File: src/rtl/cmp_out_pkg.sv
package cmp_out_pkg;

    localparam int MODE_W = 4;

    localparam logic [MODE_W-1:0] MODE_TOGGLE = 4'b0010;
    localparam logic [MODE_W-1:0] MODE_HI     = 4'b1000;
    localparam logic [MODE_W-1:0] MODE_LO     = 4'b1001;

    typedef enum logic [2:0] {
        ST_PORT     = 3'd0,
        ST_TOGGLE   = 3'd1,
        ST_HI_ARMED = 3'd2,
        ST_HI_DONE  = 3'd3,
        ST_LO_ARMED = 3'd4,
        ST_LO_DONE  = 3'd5
    } cmp_state_e;

    function automatic cmp_state_e entry_state(input logic [MODE_W-1:0] code);
        cmp_state_e s;
        case (code)
            MODE_TOGGLE: s = ST_TOGGLE;
            MODE_HI:     s = ST_HI_ARMED;
            MODE_LO:     s = ST_LO_ARMED;
            default:     s = ST_PORT;
        endcase
        return s;
    endfunction

endpackage

File: src/rtl/cmp_value_reg.sv
module cmp_value_reg #(
    parameter int TMR_W = 16
) (
    input  logic             clk,
    input  logic             rst_n,
    input  logic             load,
    input  logic [TMR_W-1:0] load_val,
    input  logic [TMR_W-1:0] tmr_val,
    input  logic             tmr_step,
    output logic             hit
);

    logic [TMR_W-1:0] cmp_q;

    // The new value lands at the clock edge; this cycle still matches against the old one.
    always_ff @(posedge clk or negedge rst_n) begin
        if (!rst_n) begin
            cmp_q <= '0;
        end else if (load) begin
            cmp_q <= load_val;
        end
    end

    assign hit = tmr_step && (tmr_val == cmp_q);

endmodule

File: src/rtl/cmp_pin_fsm.sv
module cmp_pin_fsm
    import cmp_out_pkg::*;
(
    input  logic              clk,
    input  logic              rst_n,
    input  logic              mode_wr,
    input  logic [MODE_W-1:0] mode_code,
    input  logic              hit,
    input  logic              port_latch,
    output logic              pin,
    output logic              cmp_active,
    output cmp_state_e        state
);

    cmp_state_e state_q, state_d, entry_s;
    logic       pin_q, pin_d, evt;

    assign entry_s    = entry_state(mode_code);
    assign cmp_active = (state_q != ST_PORT);
    assign evt        = hit && cmp_active;

    always_comb begin
        state_d = state_q;
        if (mode_wr) begin
            state_d = entry_s;
        end else begin
            unique case (state_q)
                ST_HI_ARMED: if (evt) state_d = ST_HI_DONE;
                ST_LO_ARMED: if (evt) state_d = ST_LO_DONE;
                default:     state_d = state_q;
            endcase
        end
    end

    always_ff @(posedge clk or negedge rst_n) begin
        if (!rst_n) begin
            state_q <= ST_PORT;
        end else begin
            state_q <= state_d;
        end
    end

    always_comb begin
        pin_d = pin_q;
        if (mode_wr) begin
            pin_d = (entry_s == ST_HI_ARMED) ? 1'b0 : port_latch;
        end else begin
            unique case (state_q)
                ST_PORT:     pin_d = port_latch;
                ST_TOGGLE:   pin_d = evt ? ~pin_q : pin_q;
                ST_HI_ARMED: pin_d = evt;
                ST_HI_DONE:  pin_d = 1'b1;
                ST_LO_ARMED: pin_d = evt ? 1'b0 : port_latch;
                ST_LO_DONE:  pin_d = 1'b0;
                default:     pin_d = port_latch;
            endcase
        end
    end

    always_ff @(posedge clk or negedge rst_n) begin
        if (!rst_n) begin
            pin_q <= 1'b0;
        end else begin
            pin_q <= pin_d;
        end
    end

    assign pin   = pin_q;
    assign state = state_q;

endmodule

File: src/rtl/cmp_irq_flag.sv
module cmp_irq_flag (
    input  logic clk,
    input  logic rst_n,
    input  logic set,
    input  logic clr,
    output logic flag
);

    logic flag_q;

    // A set in the same cycle as a clear wins.
    always_ff @(posedge clk or negedge rst_n) begin
        if (!rst_n) begin
            flag_q <= 1'b0;
        end else if (set) begin
            flag_q <= 1'b1;
        end else if (clr) begin
            flag_q <= 1'b0;
        end
    end

    assign flag = flag_q;

endmodule

File: src/rtl/cmp_out_unit.sv
module cmp_out_unit
    import cmp_out_pkg::*;
#(
    parameter int TMR_W = 16
) (
    input  logic             clk,
    input  logic             rst_n,
    input  logic             wr_en,
    input  logic             wr_sel,
    input  logic [TMR_W-1:0] wr_data,
    input  logic             flag_clr,
    input  logic [TMR_W-1:0] tmr_val,
    input  logic             tmr_step,
    input  logic             port_latch,
    output logic             pin_out,
    output logic             match_flag
);

    logic       cmp_wr, mode_wr, hit, cmp_active, hit_evt;
    cmp_state_e fsm_state;

    assign cmp_wr  = wr_en && wr_sel;
    assign mode_wr = wr_en && !wr_sel;

    cmp_value_reg #(.TMR_W(TMR_W)) u_cmp (
        .clk      (clk),
        .rst_n    (rst_n),
        .load     (cmp_wr),
        .load_val (wr_data),
        .tmr_val  (tmr_val),
        .tmr_step (tmr_step),
        .hit      (hit)
    );

    cmp_pin_fsm u_fsm (
        .clk        (clk),
        .rst_n      (rst_n),
        .mode_wr    (mode_wr),
        .mode_code  (wr_data[MODE_W-1:0]),
        .hit        (hit),
        .port_latch (port_latch),
        .pin        (pin_out),
        .cmp_active (cmp_active),
        .state      (fsm_state)
    );

    assign hit_evt = hit && cmp_active;

    cmp_irq_flag u_flag (
        .clk   (clk),
        .rst_n (rst_n),
        .set   (hit_evt),
        .clr   (flag_clr),
        .flag  (match_flag)
    );

endmodule

File: config.mk
export PLATFORM = sky130hd
export DESIGN_NAME = cmp_out_unit
export DESIGN_NICKNAME = d
export VERILOG_FILES = /design/src/rtl/cmp_out_pkg.sv /design/src/rtl/cmp_value_reg.sv /design/src/rtl/cmp_pin_fsm.sv /design/src/rtl/cmp_irq_flag.sv /design/src/rtl/cmp_out_unit.sv
export SDC_FILE = /design/constraint.sdc
export NUM_CORES = 1
export LEC_CHECK = 0
export BUFFER_PORTS_ARGS = -buffer_cell sky130_fd_sc_hd__clkbuf_2
export CAP_MARGIN = 15
export CORE_MARGIN = 2
export CORE_UTILIZATION = 30
export CTS_BUF_LIST = sky130_fd_sc_hd__clkbuf_16
export DETAILED_ROUTE_END_ITERATION = 10
export PLACE_DENSITY = 0.63
export SLEW_MARGIN = 20
export SYNTH_ARGS = -nofsm -noshare
export SYNTH_HDL_FRONTEND = slang
export SYNTH_SLANG_ARGS = --single-unit
File: constraint.sdc
create_clock -name clk -period 4.1 [get_ports clk]
set_input_delay 0.205 -clock clk [delete_from_list [all_inputs] [get_ports clk]]
set_output_delay 0.205 -clock clk [all_outputs]
set_load 0.01 [all_outputs]
==> out/qor.txt <==
Status: completed
EDFF count, synth: 0
Place WS: 2.28 ns
Cell depth of the worst setup path: 6
Tcrit/Tclk final: 44.1%
DR vias: 870
Worst Setup SP: u_cmp.cmp_q[7]
Crit-path max cell delay: 0.38 ns
Crit Path Category: reg -> reg
Starting density of the core: 30.8%
Layout cells sized above 1: 36.2%
Share of the synthesized area in the top cell type: 47.3%
Syn nets: 136
First-pass GRT wire length: 3910 µm
WP data required: 4.24 ns
Post-synth cell types: 28
Core Box Area: 3610 µm²
Final setup margin: 2.29 ns
Pwr Total: 0.571 mW
Critical Path AT: 1.95 ns
Post-synth top flop: dfrtp_1
Synthesized area per cell: 11.5 µm²
Max Slew Vio Count: 0
Number of inserted diodes: 0
Row count: 22
Final Critical Period: 1.81 ns
CTS Sinks: 21
Register-to-register setup slack: 2.29 ns
TritonCTS Buffers: 3
Final setup skew: 0.00321 ns
R2R Path Start: u_cmp.cmp_q[7]
Die Outline Area: 4210 µm²
H-tree depth: 1
Post-route cell area: 1440 µm²
Tightest Pin Transition: 0.678 ns
Area contributors post-synth: dfrtp_1 47%, mux2_1 15%, xor2_1 13%
Via density: 4.68
Crit path max fanout: 4
Worst Path Buf+Inv: 0
Vias in the first global route: 901
Boundary Pins: 41
Final wirelength: 2300 µm
# nets final: 178
WL per Instance: 12.4 µm
Final Hold Viols: 0
Critical path endpoint: u_fsm.pin
Post-synthesis register bit count: 21
Cell taking the most area after synthesis: dfrtp_1
Die Width: 64.9 µm
Largest buffer count on any clock path: 2
Worst path slowest cell: dfrtp_1
DP Area: 1350 µm²
Startpoint types: flop
Clock latency on the worst-skew pair: 0.26 ns
Hold-fix buffer count after cts: 1
Lkg Pwr: 0.680 nW
Root buf cell: clkbuf_16
Hold Crit Class: in -> reg
# setup viols final: 0
Total GRT Usage: 12.1%
Largest net degree at the start of global routing: 22
Crit-path leading delay family: simple AND/OR/NAND/NOR gates
RSZ-0062 raised after global routing: no
Headroom to the max-slew limit: 54.7%
Worst Setup End Kind: flop
Post-CTS sizing: 0
CTS tree: built
HPWL after DPL: 1860 µm
PD cells: 395 nW/µm²
Routed Antenna Nets: 0
Final GP Congestion: 0.760
Congestion Overflow GR: 0
Input/output buffers: 40
Setup bufs post-CTS: 0
Worst path cell trace: xor2_1 -> nor4_1 -> nand3_1 -> nor2_2 -> nor2_1 -> a221o_1
Drt pass-1 iters: 4
Reg2reg end: u_fsm.pin
Starting DRT DRC Count: 43
Mapped cell area: 1110 µm²
FMAX: 0.553 GHz
Maximum vdd drop: 0.144 mV
Area Overhead vs Synth: 30.0%
Clock edge transition at the registers on the reported setup and hold paths: 0.06 ns
Cells after Synth: 97
Synth Warn #: 0
Ys async rst share: 100%
Fin Setup TNS: 0 ns
Drc violations: 0
Max-cap viol count: 0
Die H: 64.9 µm
R2r worst-path depth: 6
Initial antenna violation count: 0
Seq/Total Area, Yosys: 47.3%
-- sequential cells by signal (all words and copies together) (netlist names) --
signal	cells
u_cmp.cmp_q	16
u_flag.flag	1
u_fsm.pin	1
u_fsm.state	3
-- layout make-up --
cell class / count / area (µm²)
clock inverter: 1 / 5.00
multi-input combinational: 71 / 564
fill: 361 / 2160
tap: 48 / 60.1
clock buffer: 3 / 75.1
sequential: 21 / 526
timing repair buffer: 41 / 210
inverter: 1 / 3.75
-- metrics by stage --
stage                     hold slack [ns]  cells  util (%)
after floorplan                   -0.0906     97         -
after global placement              0.208    181      37.5
after detailed placement            0.211    181      37.5
after CTS                           0.152    186      40.0
after global routing                0.160    186      40.0
final                               0.156    186      40.0
-- layout by cell type (no fill, tap or decap) --
cell type and count:
nand3_2 1, mux2_2 1, a221o_1 1, nand2b_1 1, nor4_1 2, nand3b_1 1
clkbuf_2 40, nor2_2 1, clkbuf_16 3, mux2_1 15, dlygate4sd3_1 1, o22ai_1 1
a21o_1 1, clkinv_2 1, o21ai_1 2, nand2_1 5, xnor2_1 1, o31a_1 1
nand3_1 3, inv_1 1, dfrtp_1 21, nor4_2 2, o211a_1 1, nor4b_1 1
xor2_1 16, o211ai_1 1, nor2_1 7, nor3_2 1, a21oi_1 4, o41ai_1 1
-- synthesized netlist by cell type, types with 2 or more instances --
cell type	count
dfrtp_1	21
xor2_1	16
mux2_1	15
nor2_1	7
nand2_1	5
a21oi_1	4
nand3_1	3
buf_2	2
clkbuf_1	2
nor4_1	2
nor4_2	2
o21ai_1	2
-- cells by family after synthesis --
kind of cell	share of synthesized area, %
simple gates	13.2
flops	47.3
xor+xnor	13.4
mux	16.2
compound gates	8.00
buf+inv	1.91
-- layer usage --
| metal | part of all wire, % | global-route usage (%) |
|---|---|---|
| met1 | 39 | 13.4 |
| met2 | 54 | 22.2 |
| met3 | 4.3 | 1.39 |
| met4 | 2.5 | 7.18 |
| met5 | 0 | 0 |
-- worst min path at each step --
stage / depth (start not counted) / slack (ns) / to / from
floorplan: 0 / -0.09 / u_cmp.cmp_q[0] / rst_n
global placement: 1 / 0.21 / u_cmp.cmp_q[11] / rst_n
detailed placement: 1 / 0.21 / u_cmp.cmp_q[11] / rst_n
CTS: 2 / 0.15 / u_flag.flag / flag_clr
global route: 2 / 0.16 / u_cmp.cmp_q[6] / wr_data[6]
finish: 2 / 0.16 / u_cmp.cmp_q[9] / wr_data[9]
-- report_power, final --
part / leakage, nW / total (mW) / switching, mW / internal (mW)
Clock: 0.0409 / 0.210 / 0.0785 / 0.131
Combinational: 0.386 / 0.104 / 0.0469 / 0.0573
Sequential: 0.253 / 0.257 / 0.0218 / 0.235
Total: 0.680 / 0.571 / 0.147 / 0.424
Power figures use the tool's default switching activity.
